===== src/rtl/uart_stat_pkg.sv =====
package uart_stat_pkg;
  localparam int STAT_W = 8;
  // Bit positions are fixed because software decodes them.
  localparam int B_UDRE = 7;
  localparam int B_TXC  = 6;
  localparam int B_RXC  = 5;
  localparam int B_WAKE = 4;
  localparam int B_SRST = 3;
  localparam int B_DOR  = 2;
  localparam int B_FE   = 1;
  localparam int B_PE   = 0;
  localparam logic [STAT_W-1:0] STAT_RST = 8'h80;

  typedef struct packed {
    logic dor;
    logic fe;
    logic pe;
  } rx_err_t;
endpackage


===== src/rtl/uart_tx_flags.sv =====
module uart_tx_flags #(
  parameter int DATA_W = 8
) (
  input  logic              clk,
  input  logic              rst_n,
  input  logic              clr,
  input  logic              wr_txd,
  input  logic [DATA_W-1:0] wdata,
  input  logic              tx_load,
  input  logic              frame_done,
  input  logic              txc_ack,
  output logic              udre,
  output logic              txc,
  output logic [DATA_W-1:0] hold_data
);
  logic              udre_q, udre_d;
  logic              txc_q, txc_d;
  logic [DATA_W-1:0] hold_q, hold_d;
  logic              hold_en;

  always_comb begin
    udre_d  = udre_q;
    txc_d   = txc_q;
    hold_d  = wdata;
    hold_en = 1'b0;
    if (wr_txd) begin
      udre_d  = 1'b0;
      hold_en = 1'b1;
    end else if (tx_load) begin
      udre_d = 1'b1;
    end
    if (frame_done && udre_q && !wr_txd) txc_d = 1'b1;
    else if (txc_ack)                    txc_d = 1'b0;
    if (clr) begin
      udre_d  = 1'b1;
      txc_d   = 1'b0;
      hold_d  = '0;
      hold_en = 1'b1;
    end
  end

  always_ff @(posedge clk or negedge rst_n) begin
    if (!rst_n) begin
      udre_q <= 1'b1;
      txc_q  <= 1'b0;
      hold_q <= '0;
    end else begin
      udre_q <= udre_d;
      txc_q  <= txc_d;
      if (hold_en) hold_q <= hold_d;
    end
  end

  assign udre      = udre_q;
  assign txc       = txc_q;
  assign hold_data = hold_q;

  // a data write always leaves the holding buffer full
  a_r2_write_fills: assert property (@(posedge clk) disable iff (!rst_n)
    (wr_txd && !clr) |=> !udre_q);
  // transmit-complete only rises with an empty holding buffer
  a_r3_txc_when_empty: assert property (@(posedge clk) disable iff (!rst_n)
    $rose(txc_q) |-> udre_q);
endmodule


===== src/rtl/uart_rx_flags.sv =====
module uart_rx_flags
  import uart_stat_pkg::*;
#(
  parameter int DATA_W = 8
) (
  input  logic              clk,
  input  logic              rst_n,
  input  logic              clr,
  input  logic              byte_done,
  input  logic [DATA_W-1:0] din,
  input  logic              stop_lvl,
  input  logic              par_err,
  input  logic              par_en,
  input  logic              rd_data,
  output logic              rxc,
  output rx_err_t           err,
  output logic [DATA_W-1:0] rdata
);
  logic              rxc_q, rxc_d;
  rx_err_t           err_q, err_d;
  logic [DATA_W-1:0] buf_q, buf_d;
  logic              buf_en;
  logic              load;

  assign load = byte_done && (!rxc_q || rd_data);

  always_comb begin
    rxc_d  = rxc_q;
    err_d  = err_q;
    buf_d  = din;
    buf_en = 1'b0;
    if (load) begin
      rxc_d     = 1'b1;
      err_d.fe  = !stop_lvl;
      err_d.pe  = par_en && par_err;
      err_d.dor = 1'b0;
      buf_en    = 1'b1;
    end else if (rd_data) begin
      rxc_d = 1'b0;
      err_d = '0;
    end else if (byte_done) begin
      err_d.dor = 1'b1;
    end
    if (clr) begin
      rxc_d  = 1'b0;
      err_d  = '0;
      buf_d  = '0;
      buf_en = 1'b1;
    end
  end

  always_ff @(posedge clk or negedge rst_n) begin
    if (!rst_n) begin
      rxc_q <= 1'b0;
      err_q <= '0;
      buf_q <= '0;
    end else begin
      rxc_q <= rxc_d;
      err_q <= err_d;
      if (buf_en) buf_q <= buf_d;
    end
  end

  assign rxc   = rxc_q;
  assign err   = err_q;
  assign rdata = buf_q;

  // overrun only rises while an unread byte is held
  a_r5_dor_needs_full: assert property (@(posedge clk) disable iff (!rst_n)
    $rose(err_q.dor) |-> rxc_q);
  // a discarded frame keeps the buffered byte and its error flags
  a_r5_discard_keeps: assert property (@(posedge clk) disable iff (!rst_n)
    (rxc_q && byte_done && !rd_data && !clr) |=>
      ($stable(buf_q) && $stable(err_q.fe) && $stable(err_q.pe)));
  // a read with no new frame clears all receive flags
  a_r6_read_clears: assert property (@(posedge clk) disable iff (!rst_n)
    (rd_data && !byte_done) |=> (!rxc_q && err_q == '0));
endmodule


===== src/rtl/uart_wake_flag.sv =====
module uart_wake_flag (
  input  logic clk,
  input  logic rst_n,
  input  logic clr,
  input  logic stop_mode,
  input  logic rxd,
  input  logic sw_clr,
  output logic wake
);
  logic wake_q, wake_d;

  always_comb begin
    wake_d = wake_q;
    if (stop_mode && !rxd) wake_d = 1'b1;
    else if (sw_clr)       wake_d = 1'b0;
    if (clr)               wake_d = 1'b0;
  end

  always_ff @(posedge clk or negedge rst_n) begin
    if (!rst_n) wake_q <= 1'b0;
    else        wake_q <= wake_d;
  end

  assign wake = wake_q;

  // hardware never drops the wake flag by itself
  a_r8_wake_sticky: assert property (@(posedge clk) disable iff (!rst_n)
    (wake_q && !sw_clr && !clr) |=> wake_q);
endmodule


===== src/rtl/uart_stat_ctrl.sv =====
module uart_stat_ctrl
  import uart_stat_pkg::*;
#(
  parameter int DATA_W = 8
) (
  input  logic              clk,
  input  logic              rst_n,
  input  logic              cpu_wr_txd,
  input  logic [DATA_W-1:0] cpu_wdata,
  input  logic              cpu_rd_rxd,
  input  logic              cpu_wr_stat,
  input  logic [7:0]        stat_wdata,
  input  logic              tx_load,
  input  logic              tx_frame_done,
  input  logic              txc_ack,
  input  logic              rx_byte_done,
  input  logic [DATA_W-1:0] rx_din,
  input  logic              rx_stop_lvl,
  input  logic              rx_par_err,
  input  logic              par_en,
  input  logic              rxd,
  input  logic              stop_mode,
  input  logic              ie_udre,
  input  logic              ie_txc,
  input  logic              ie_rxc,
  input  logic              ie_wake,
  output logic [7:0]        status,
  output logic              tx_buf_empty,
  output logic [DATA_W-1:0] tx_hold_data,
  output logic              rx_data_ready,
  output logic [DATA_W-1:0] rx_rdata,
  output logic              irq_udre,
  output logic              irq_txc,
  output logic              irq_rxc,
  output logic              irq_wake,
  output logic              chan_srst
);
  // Reset: asserted asynchronously, released through two stages.
  logic rst_meta_q, rst_sync_n;
  always_ff @(posedge clk or negedge rst_n) begin
    if (!rst_n) begin
      rst_meta_q <= 1'b0;
      rst_sync_n <= 1'b0;
    end else begin
      rst_meta_q <= 1'b1;
      rst_sync_n <= rst_meta_q;
    end
  end

  // Soft reset: a single pulse; flags are held clear in the write cycle and the pulse cycle.
  logic soft_req, srst_q, srst_d, clr_all, sw_wake_clr;
  assign soft_req    = cpu_wr_stat && stat_wdata[B_SRST];
  assign srst_d      = soft_req && !srst_q;
  assign clr_all     = soft_req || srst_q;
  assign sw_wake_clr = cpu_wr_stat && !stat_wdata[B_WAKE];

  always_ff @(posedge clk or negedge rst_sync_n) begin
    if (!rst_sync_n) srst_q <= 1'b0;
    else             srst_q <= srst_d;
  end

  logic    udre, txc, rxc, wake;
  rx_err_t err;

  uart_tx_flags #(.DATA_W(DATA_W)) u_tx (
    .clk(clk), .rst_n(rst_sync_n), .clr(clr_all),
    .wr_txd(cpu_wr_txd), .wdata(cpu_wdata), .tx_load(tx_load),
    .frame_done(tx_frame_done), .txc_ack(txc_ack),
    .udre(udre), .txc(txc), .hold_data(tx_hold_data)
  );

  uart_rx_flags #(.DATA_W(DATA_W)) u_rx (
    .clk(clk), .rst_n(rst_sync_n), .clr(clr_all),
    .byte_done(rx_byte_done), .din(rx_din), .stop_lvl(rx_stop_lvl),
    .par_err(rx_par_err), .par_en(par_en), .rd_data(cpu_rd_rxd),
    .rxc(rxc), .err(err), .rdata(rx_rdata)
  );

  uart_wake_flag u_wake (
    .clk(clk), .rst_n(rst_sync_n), .clr(clr_all),
    .stop_mode(stop_mode), .rxd(rxd), .sw_clr(sw_wake_clr),
    .wake(wake)
  );

  always_comb begin
    status         = '0;
    status[B_UDRE] = udre;
    status[B_TXC]  = txc;
    status[B_RXC]  = rxc;
    status[B_WAKE] = wake;
    status[B_SRST] = srst_q;
    status[B_DOR]  = err.dor;
    status[B_FE]   = err.fe;
    status[B_PE]   = err.pe;
  end

  assign tx_buf_empty  = udre;
  assign rx_data_ready = rxc;
  assign chan_srst     = srst_q;
  assign irq_udre      = udre && ie_udre;
  assign irq_txc       = txc  && ie_txc;
  assign irq_rxc       = rxc  && ie_rxc;
  assign irq_wake      = wake && ie_wake;

  // during the pulse every flag other than transmit-empty is clear
  a_r9_pulse_state: assert property (@(posedge clk) disable iff (!rst_sync_n)
    chan_srst |-> (status == 8'h88));
  // the pulse ends with the reset value
  a_r9_after_pulse: assert property (@(posedge clk) disable iff (!rst_sync_n)
    $fell(chan_srst) |-> (status == STAT_RST));
endmodule


===== config.mk =====
export PLATFORM = sky130hd
export DESIGN_NAME = uart_stat_ctrl
export DESIGN_NICKNAME = d
export VERILOG_FILES = /design/src/rtl/uart_stat_pkg.sv /design/src/rtl/uart_tx_flags.sv /design/src/rtl/uart_rx_flags.sv /design/src/rtl/uart_wake_flag.sv /design/src/rtl/uart_stat_ctrl.sv
export SDC_FILE = /design/constraint.sdc
export NUM_CORES = 1
export LEC_CHECK = 0
export CAP_MARGIN = 20
export CELL_PAD_IN_SITES_DETAIL_PLACEMENT = 0
export CELL_PAD_IN_SITES_GLOBAL_PLACEMENT = 1
export CORE_MARGIN = 2
export CORE_UTILIZATION = 25
export CTS_CLUSTER_DIAMETER = 100
export DETAILED_ROUTE_END_ITERATION = 8
export PLACE_DENSITY_LB_ADDON = 0.1
export SLEW_MARGIN = 0
export SYNTH_ARGS = -nofsm -noshare
export SYNTH_HDL_FRONTEND = slang
export SYNTH_SLANG_ARGS = --single-unit
export TNS_END_PERCENT = 1

===== constraint.sdc =====
create_clock -name clk -period 1.1 [get_ports clk]
set_input_delay 0.22 -clock clk [delete_from_list [all_inputs] [get_ports clk]]
set_output_delay 0.22 -clock clk [all_outputs]
set_load 0.005 [all_outputs]

# --- After elaboration in Yosys (flattened, before gate mapping) ---
# Cells that the tools add are included.
totals:
  ff_bits: 26
  inputBits: 42
classes:
  muxes: 23
  n_reduce_logical: 25
op_table:
  columns: ["op", "count"]
  rows:
  - ["$mux W1", 18]
  - ["$mux W8", 2]
  - ["$logic_and A1 B1 Y1", 12]
  - ["$reduce_bool A3 Y1", 4]
  - ["$logic_not A1 Y1", 6]
  - ["$mux W3", 2]
  - ["$reduce_bool A4 Y1", 1]
  - ["$logic_or A1 B1 Y1", 2]
  - ["$mux W2", 1]

# --- Longest topological paths before layout ---
# Gate-level depths: netlist of the first run.
depth:
  depth_word: 5
  ltp_mapped: 4
  ltp_nobuf: 3

# --- Modules after synthesis ---
# From an unflattened synthesis of the first run, not the netlist that was laid out.
unflattened:
  cells_unflattened: 107
  hier_area_um2: 1199.9
modules_own_cells:
  columns: ["mod", "instances", "cells_per_inst", "area_each_um2"]
  rows:
  - ["uart_rx_flags", 1, 54, 578.1]
  - ["uart_tx_flags", 1, 33, 411.6]
  - ["uart_stat_ctrl", 1, 16, 163.9]
  - ["uart_wake_flag", 1, 4, 46.3]

# --- Worst setup path before layout of the first run ---
# OpenSTA, ideal clock, no wires.
synth_timing:
  kind: "register to register"
  from: "register u_rx.rxc_q (netlist: u_rx.rxc)"
  to: "register u_rx.err_q (netlist bit u_rx.err[1])"
  setup_time_ns: 0.077
  arrival_time_ns: 0.971
  t_required_ns: 1.023
  path_slack_ns: 0.051
  stages_incl_launch_ff: 4
  path_buffers: 0
  path_cell_list: "dfrtp_1 -> nor2b_4 -> or3_1 -> a21oi_1"
synth_between:
  elab_chain_len: 5
synth_rtl:
  columns: ["item", "line", "text"]
  rows:
  - ["start, declared", "uart_rx_flags.sv:19", "logic rxc_q, rxc_d;"]
  - ["start signal, assigned", "uart_rx_flags.sv:58", "rxc_q <= rxc_d;"]
  - ["$logic_not A1 Y1 *", "uart_rx_flags.sv:25", "assign load = byte_done && (!rxc_q || rd_data);"]
  - ["$logic_or A1 B1 Y1 *", "uart_rx_flags.sv:25", null]
  - ["$logic_and A1 B1 Y1 *", "uart_rx_flags.sv:25", null]
  - ["$mux W3", "uart_rx_flags.sv:32", "if (load) begin"]
  - ["$mux W3", "uart_rx_flags.sv:44", "if (clr) begin"]
  - ["end signal, assigned", "uart_rx_flags.sv:59", "err_q <= err_d;"]
  - ["end, declared", "uart_rx_flags.sv:20", "rx_err_t err_q, err_d;"]
# Mark *: on every way between the ends. The rest lies on a longest branch, timed or not.
# A chain may end at the register's enable or synchronous reset.

# --- Final worst setup path of the first run ---
layout_timing:
  from: "register u_tx.udre_q (netlist: u_tx.udre)"
  to: "output port irq_udre"
layout_between:
  elab_chain_len: 1
layout_rtl:
  columns: ["item", "line", "text"]
  rows:
  - ["start, declared", "uart_tx_flags.sv:16", "logic udre_q, udre_d;"]
  - ["start signal, assigned", "uart_tx_flags.sv:48", "udre_q <= udre_d;"]
  - ["$logic_and A1 B1 Y1", "uart_stat_ctrl.sv:100", "assign irq_udre = udre && ie_udre;"]
  - ["end, declared", "uart_stat_ctrl.sv:32", "output logic irq_udre,"]
# Every way passes these cells.

==> results_tabular.tex, run 1 <==
\begin{tabular}{lr}
\hline
Metric & Value \\
\hline
\multicolumn{2}{l}{\textbf{Floorplanning}} \\
\quad Std-Cell Core Area & approximately 4400 um2 \\
\quad Top Ports & 73 \\
\quad Initial core utilization & 25.9\% \\
\quad Total die area & 5060 um2 \\
\quad Std cell rows & 24 \\
\quad Die height & 71.2 um \\
\quad Die outline width & 71.2 um \\
\multicolumn{2}{l}{\textbf{Synth}} \\
\quad Unique cell type count in the Yosys netlist & 22 \\
\quad Synth Instances & 106 \\
\quad Flops \& latches, synth & 26 \\
\quad Nets in the synthesized netlist & 148 \\
\quad Mapped Area & 1130 um2 \\
\quad Mean post-synth cell area & 10.6 um2 \\
\quad Share of synthesized area occupied by flip-flops and latches & just under 60\% \\
\quad Total of warnings raised by yosys & 0 \\
\quad Share of the synthesized area in the top cell type & 55.5\% \\
\quad Cell taking the most area after synthesis & dfrtp\_1 \\
\quad Dominant cells by area after synthesis & dfrtp\_1, mux2i\_1, a21oi\_1, buf\_4, nand3\_1 \\
\multicolumn{2}{l}{\textbf{Finish}} \\
\quad Top library cells by usage in the layout, fill and taps aside & clkdlybuf4s50\_1, clkbuf\_2, dfrtp\_1 \\
\quad Total area of sequential cells & 652 um2 \\
\quad Final-layout fill cell count & 426 \\
\quad Final design instance area without fill & 1910 um2 \\
\quad Multi-input gate area & roughly 420 um2 \\
\quad Total number of nets in the final design & 229 \\
\quad Antenna Cells & 0 \\
\quad Share of post-route cells with drive strength above 1 & 33.3\% \\
\quad Layout overhead on the synthesized area & 69.4\% \\
\quad Most common cell after layout, fill and taps aside & clkdlybuf4s50\_1 \\
\multicolumn{2}{l}{\textbf{Clocking}} \\
\quad Clock transition at the register clock pins on the worst setup and hold paths after CTS & 90 ps \\
\quad Number of clock sinks & 26 \\
\quad Hold buffer count at CTS & 0 \\
\quad Library cell used as clock root buffer & clkbuf\_8 \\
\quad Clock tree from TritonCTS & built \\
\quad Worst-Skew Late Latency & 270 ps \\
\quad Number of buffers added by the clock tree synthesis step & 3 \\
\quad Deepest clock path buffer count & 2 \\
\quad Maximum level of the CTS H-tree & 1 \\
\multicolumn{2}{l}{\textbf{Detailed routing}} \\
\quad Per-cell via count in the routed design & $\sim$4.5 \\
\quad Total wire length after detailed routing & 3.00 mm \\
\quad DR vias & 1073 \\
\quad Post-DRT Antenna Nets & 0 \\
\quad Detailed-route wire length per cell & $\sim$13 um \\
\quad Iteration count of the initial detailed-routing pass & 4 \\
\quad Post-detailed-route DRC marker count & 0 \\
\quad Iteration-0 DRC Markers & 26 \\
\multicolumn{2}{l}{\textbf{STA}} \\
\quad Highest clock rate & 792 MHz \\
\quad Hold violation count in the final report & 0 \\
\quad Fin Setup TNS & -575 ps \\
\quad Setup WS post-layout & -162 ps \\
\quad Share of the clock period used by the worst path after layout & 115\% \\
\quad Max-slew violation count & 0 \\
\quad Worst clock skew on the final layout & 6.35 ps \\
\quad Unrepaired setup endpoints after global routing & true \\
\quad Endpoints failing setup & 11 \\
\quad Final worst path period need & 1260 ps \\
\multicolumn{2}{l}{\textbf{Place}} \\
\quad Detailed placement HPWL & 2.26 mm \\
\quad Placer congestion estimate & 0.724 \\
\quad Instance area at placement & 1900 um2 \\
\quad Worst slack, placed & -402 ps \\
\quad Number of port buffers & 66 \\
\multicolumn{2}{l}{\textbf{Pwr}} \\
\quad Total power consumption of the routed design & 2.38 mW \\
\quad Worst IR Drop VDD & 567 uV \\
\quad Power density over the cells & between 1000 and 1500 nW/um2 \\
\quad Static leakage & about 0.93 nW \\
\multicolumn{2}{l}{\textbf{Global routing}} \\
\quad Number of antenna violations at the first check in global routing & 0 \\
\quad Largest net degree at the start of global routing & 16 \\
\quad First-pass GRT wire length & 4.90 mm \\
\quad Total overflow reported by the global router & 0 \\
\quad Via count of the first global-routing pass & 1108 \\
\quad All-Layer GR Usage & 12.3\% \\
\multicolumn{2}{l}{\textbf{Worst hold path}} \\
\quad Min-Delay Path Class & in2async \\
\multicolumn{2}{l}{\textbf{Critical path}} \\
\quad Data required time of the critical path & 880 ps \\
\quad Critical Path Sink Type & output port \\
\quad Type of origin of the critical path & flip-flop \\
\quad Setup Crit Path Kind & reg2out \\
\quad Largest fanout on the critical path & 4 \\
\quad Data arrival time of the critical path & 1040 ps \\
\multicolumn{2}{l}{\textbf{Outcome}} \\
\quad Status & finished with violations \\
\quad Violations in the final reports & setup timing \\
\multicolumn{2}{l}{\textbf{Flow run}} \\
\quad Max-cap violations & 0 \\
\hline
\end{tabular}
[cell usage after synthesis]
| cell type | n |
|---|---|
| nand3_1 | 8 |
| nor2_1 | 10 |
| o21ai_0 | 8 |
| dfstp_2 | 1 |
| o21ai_1 | 1 |
| nand2b_1 | 5 |
| inv_2 | 1 |
| buf_4 | 6 |
| buf_2 | 4 |
| a21oi_1 | 13 |
| nand3b_1 | 3 |
| o21bai_1 | 1 |
| nor3_1 | 1 |
| nand2_1 | 1 |
| inv_1 | 1 |
| nor2b_4 | 1 |
| mux2i_1 | 9 |
| conb_1 | 1 |
| dfrtp_1 | 25 |
| or3_1 | 1 |
| nand4_1 | 1 |
| and2_1 | 4 |
[where the power goes]
group	internal, mW	switching [mW]	total, mW	leakage, nW
sequential	1.03	0.0428	1.07	0.337
clock	0.487	0.310	0.797	0.0357
combinational	0.305	0.199	0.505	0.558
[metrics by stage]
stage               util [%]  hold WS (ps)  instances
floorplan                  -         -75.6        106
global placement        43.6           183        227
detailed placement      43.6           190        227
CTS                     46.4          97.2        238
global route            43.9          82.5        238
finish                  43.9          99.1        238
[state kept, by name, summed over array words and instances, names as in the netlist]
signal	cells
u_rx.rdata	8
u_tx.hold_data	8
u_rx.err	3
chan_srst	1
rst_meta_q	1
rst_sync_n	1
u_rx.rxc	1
u_tx.txc	1
u_tx.udre	1
u_wake.wake	1
[final timing paths]
check	cells after the start	slack (ps)	start	endpoint
hold / removal	1	100	rst_n	rst_meta_q
max in group asynchronous	1	690	rst_sync_n	u_tx.udre
min in group clk	0	360	rst_meta_q	rst_sync_n
setup / recovery	2	-160	u_tx.udre	irq_udre
hold reg to reg	1	190	rst_sync_n	u_tx.hold_data[5]
setup reg to reg	4	-110	u_rx.rxc	u_rx.err[1]
[per-layer routing]
| layer | vias up | global-route usage (%) | share of wire, % |
|---|---|---|---|
| met5 | - | 0 | 0 |
| met2 | 35 | 21.3 | 53 |
| met3 | 5 | 2.85 | 6.0 |
| met4 | 0 | 4.40 | 1.3 |
| met1 | 517 | 14.8 | 40 |
| li1 | 516 | - | - |
[cells by family (layout without fill, tap and decap cells)]
kind of cell / Yosys count / after routing / share of synthesized area [%]
and+or+nand+nor: 35 / 35 / 17.0
DFF: 26 / 26 / 57.8
AOI/OAI and AO/OA: 23 / 23 / 10.4
buffers and inverters: 12 / 92 / 6.44
muxes: 9 / 9 / 7.99
other: 1 / 1 / 0.333
[worst max-delay path: stages, from the launching register on]
cell and delay (ps):
dfstp_2 550, and2_1 110, buf_2 100
[layout make-up]
type                            count  area share, %
Tap cell                           52           3.41
Clock inverter                      1           1.57
Inverter                            2          0.393
Timing Repair Buffer               86           36.2
Clock buffer                        3           2.16
Multi-Input combinational cell     68           22.1
Sequential cell                    26           34.1
[timing repair]
| action | in CTS | in global routing |
|---|---|---|
| setup endpoints to repair | 40 | 51 |
| buffers inserted | 8 | 0 |
| resized for setup | 82 | 32 |
| endpoints found under the hold margin | 0 | 0 |
| pin swaps | 5 | 9 |
(Power assumes the default switching activity.)
==> inputs of run 2 (changes only) <==
--- a/config.mk
+++ b/config.mk
@@ -9,7 +9,8 @@
 export CELL_PAD_IN_SITES_DETAIL_PLACEMENT = 0
 export CELL_PAD_IN_SITES_GLOBAL_PLACEMENT = 1
 export CORE_MARGIN = 2
-export CORE_UTILIZATION = 25
+export CORE_UTILIZATION = 26
+export CTS_BUF_LIST = sky130_fd_sc_hd__clkbuf_8
 export CTS_CLUSTER_DIAMETER = 100
 export DETAILED_ROUTE_END_ITERATION = 8
 export PLACE_DENSITY_LB_ADDON = 0.1
==> results_tabular.tex, run 2 (synthesis gave the netlist of run 1 again) <==
\begin{tabular}{lr}
\hline
Metric & Value \\
\hline
\multicolumn{2}{l}{\textbf{Finish}} \\
\quad Share of post-route cells with drive strength above 1 & 32.6\% (-0.72 points) \\
\quad Layout overhead on the synthesized area & 71.3\% \\
\quad Most common cell after layout, fill and taps aside & clkdlybuf4s50\_1 \\
\quad Top library cells by usage in the layout, fill and taps aside & clkdlybuf4s50\_1, dfrtp\_1, clkbuf\_2 \\
\quad Final core utilization & 47.2\% (+3.4 points) \\
\quad Antenna Cells & 0 (unchanged) \\
\quad Total number of nets in the final design & 227 (-0.87\%) \\
\quad Final Instance Count excl. Fillers & 234 (-1.7\%) \\
\multicolumn{2}{l}{\textbf{Global routing}} \\
\quad First-pass GRT wire length & 5.21 mm (+6.3\%) \\
\quad Total overflow reported by the global router & 0 (unchanged) \\
\quad Number of antenna violations at the first check in global routing & 0 (unchanged) \\
\quad Via count of the first global-routing pass & 1103 (-0.45\%) \\
\quad Largest net degree at the start of global routing & 25 (+9) \\
\quad All-Layer GR Usage & 13.2\% (+0.99 points) \\
\multicolumn{2}{l}{\textbf{STA}} \\
\quad Share of the clock period used by the worst path after layout & 120\% (+5.5 points) \\
\quad Worst clock skew on the final layout & 1.67 ps (-4.67 ps) \\
\quad Endpoints failing setup & 15 (+4) \\
\quad Unrepaired setup endpoints after global routing & true \\
\quad Max-slew violation count & 0 (unchanged) \\
\quad Setup WS post-layout & -223 ps (-60.8 ps) \\
\quad Highest clock rate & 756 MHz (-4.6\%) \\
\quad Fin Setup TNS & -1000 ps (-425 ps) \\
\quad Hold violation count in the final report & 0 (unchanged) \\
\quad Final worst path period need & 1320 ps (+60.8 ps) \\
\multicolumn{2}{l}{\textbf{Floorplanning}} \\
\quad Std-Cell Core Area & 4090 um2 (-6.1\%) \\
\quad Total die area & 4880 um2 (-3.6\%) \\
\quad Initial core utilization & 27.6\% (+1.7 points) \\
\quad Std cell rows & 23 (-4.2\%) \\
\quad Die outline width & 69.8 um (-1.8\%) \\
\quad Top Ports & 73 (unchanged) \\
\quad Die height & 69.8 um (-1.8\%) \\
\multicolumn{2}{l}{\textbf{Detailed routing}} \\
\quad Per-cell via count in the routed design & 4.51 (about the same) \\
\quad Iteration count of the initial detailed-routing pass & 3 (-1) \\
\quad Met3 wire length & 174 um (-3.9\%) \\
\quad Uppermost layer routed & met4 \\
\quad DR vias & 1055 (-1.7\%) \\
\quad Wire length on met1 & 1.26 mm (+5.7\%) \\
\quad Post-DRT Antenna Nets & 0 (unchanged) \\
\quad Routed wire length on met2 & 1.66 mm (+4.9\%) \\
\quad Post-detailed-route DRC marker count & 0 (unchanged) \\
\quad Detailed-route wire length per cell & 13.3 um (+5.6\%) \\
\quad Total wire length after detailed routing & 3.11 mm (+3.9\%) \\
\quad Iteration-0 DRC Markers & 28 (+7.7\%) \\
\multicolumn{2}{l}{\textbf{Critical path}} \\
\quad Worst reg-to-reg setup slack & -90 ps (+20 ps) \\
\quad Launching element of the worst setup path & u\_tx.udre \\
\quad Critical R2R Capture & u\_rx.err[1] \\
\quad Critical Path Sink Type & output port \\
\quad Largest fanout on the critical path & 2 (-2) \\
\quad WP depth & 3 (+1) \\
\quad Worst-path cell chain & buf\_4 > and2\_4 > buf\_6 \\
\quad Crit path capture & irq\_udre \\
\quad Delay contributed by the slowest stage of the critical path & 530 ps (-20 ps) \\
\quad Data arrival time of the critical path & 1100 ps (+60 ps) \\
\quad Count of cells along the worst register-to-register path & 4 (unchanged) \\
\quad Kind of cell with the highest combined delay on the critical path & flip-flops \\
\quad Data required time of the critical path & 880 ps (about the same) \\
\quad Startpoint of the lowest-slack register-to-register path & u\_rx.rxc \\
\quad Buffer and inverter count on the worst path & 2 (+1) \\
\quad Type of origin of the critical path & flip-flop \\
\quad Critical-path cell with the highest stage delay & dfstp\_2 \\
\quad Setup Crit Path Kind & reg2out \\
\multicolumn{2}{l}{\textbf{Outcome}} \\
\quad Status & finished with violations \\
\quad Violations in the final reports & setup timing \\
\multicolumn{2}{l}{\textbf{Pwr}} \\
\quad Clock power share & 32.8\% (-0.8 points) \\
\quad Total power consumption of the routed design & 2.38 mW (+0.24\%) \\
\quad Reported net switching power & 542 uW (-1.8\%) \\
\quad Logic pwr share & 22.2\% (+1.0 points) \\
\quad Worst IR Drop VDD & 712 uV (+26\%) \\
\quad Static leakage & 0.930 nW (about the same) \\
\quad Power density over the cells & 1230 nW/um2 (-0.87\%) \\
\quad Sequential Power Share & 45.0\% (-0.2 points) \\
\quad Switching Share & 22.8\% (-0.46 points) \\
\quad Cell-internal power & 1.84 mW (+0.84\%) \\
\multicolumn{2}{l}{\textbf{Clocking}} \\
\quad Clock tree from TritonCTS & built \\
\quad Number of clock sinks & 26 (unchanged) \\
\quad Library cell used as clock root buffer & clkbuf\_8 \\
\quad Deepest clock path buffer count & 2 (unchanged) \\
\quad Clock transition at the register clock pins on the worst setup and hold paths after CTS & 90 ps (about the same) \\
\quad Worst-Skew Late Latency & 270 ps (about the same) \\
\quad Hold buffer count at CTS & 0 (unchanged) \\
\quad Number of buffers added by the clock tree synthesis step & 3 (unchanged) \\
\quad Maximum level of the CTS H-tree & 1 (unchanged) \\
\multicolumn{2}{l}{\textbf{Worst hold path}} \\
\quad Min-Delay Path Class & in2async \\
\multicolumn{2}{l}{\textbf{Place}} \\
\quad Detailed placement HPWL & 2.33 mm (+3.4\%) \\
\quad Cell count after placement & 223 (-1.8\%) \\
\quad Worst slack, placed & -403 ps (-0.940 ps) \\
\quad Placer congestion estimate & 0.698 (-3.6\%) \\
\quad Number of port buffers & 66 (unchanged) \\
\multicolumn{2}{l}{\textbf{Flow run}} \\
\quad Max-cap violations & 0 (unchanged) \\
\hline
\end{tabular}
## run 2: cell count changes in the layout (fill, tap and decap cells not counted), sizes merged
cell and change:
clkdlybuf4s50 -1, clkbuf -4, clkdlybuf4s15 +3, buf -1, dlygate4sd2 +1
## run 2: worst reg2reg max path: stages, from the launching register on
cell,delay (ps)
dfrtp_1,420
buf_6,140
nor2b_4,130
or3_1,320
a21oi_2,120
## run 2: area by class of cell
class | instances | area, um2
Fill cell | 399 | 2160
Timing Repair Buffer | 84 | 708
Sequential cell | 26 | 652
Multi-Input combinational cell | 68 | 429
Tap cell | 50 | 62.6
Clock buffer | 3 | 41.3
Clock inverter | 1 | 30.0
Inverter | 2 | 7.51
## run 2: per-layer routing
metal,vias to the layer above,global-route usage [%]
met5,-,0
li1,510,-
met2,37,23.3
met1,506,16.0
met3,2,3.20
met4,0,3.85
## run 2: how the worst min path moves through the flow
stage                    start             to  slack [ps]  depth (start not counted)
floorplan                rst_n     rst_meta_q         -80                          0
global placement    rst_sync_n  u_rx.rdata[7]         230                          1
detailed placement  rst_sync_n  u_rx.rdata[1]         240                          1
CTS                      rst_n     rst_meta_q         100                          1
global route             rst_n     rst_sync_n         100                          1
finish                   rst_n     rst_sync_n         110                          1
## run 2: metrics by stage
stage / hold slack, ps / area (um2)
2_1_floorplan: -75.6 / 1130
3_3_place_gp: 235 / 1890
3_5_place_dp: 238 / 1890
4_1_cts: 101 / 2010
5_1_grt: 95.6 / 1930
6_report: 108 / 1930
## run 2: power groups by stage
stage | Combinational, mW | Sequential [mW] | Clock, mW
2_1_floorplan | 0.166 | 1.11 | 0
3_3_place_gp | 0.544 | 1.09 | 0
3_5_place_dp | 0.553 | 1.09 | 0
4_1_cts | 0.552 | 1.07 | 0.815
5_1_grt | 0.579 | 1.08 | 0.853
6_report | 0.527 | 1.07 | 0.782
## run 2: what timing repair did
action,in CTS,in global routing
pin swaps,2,2
gates cloned,0,0
setup buffers,7,0
gates resized for setup,87,30
endpoints found under the setup margin,41,50
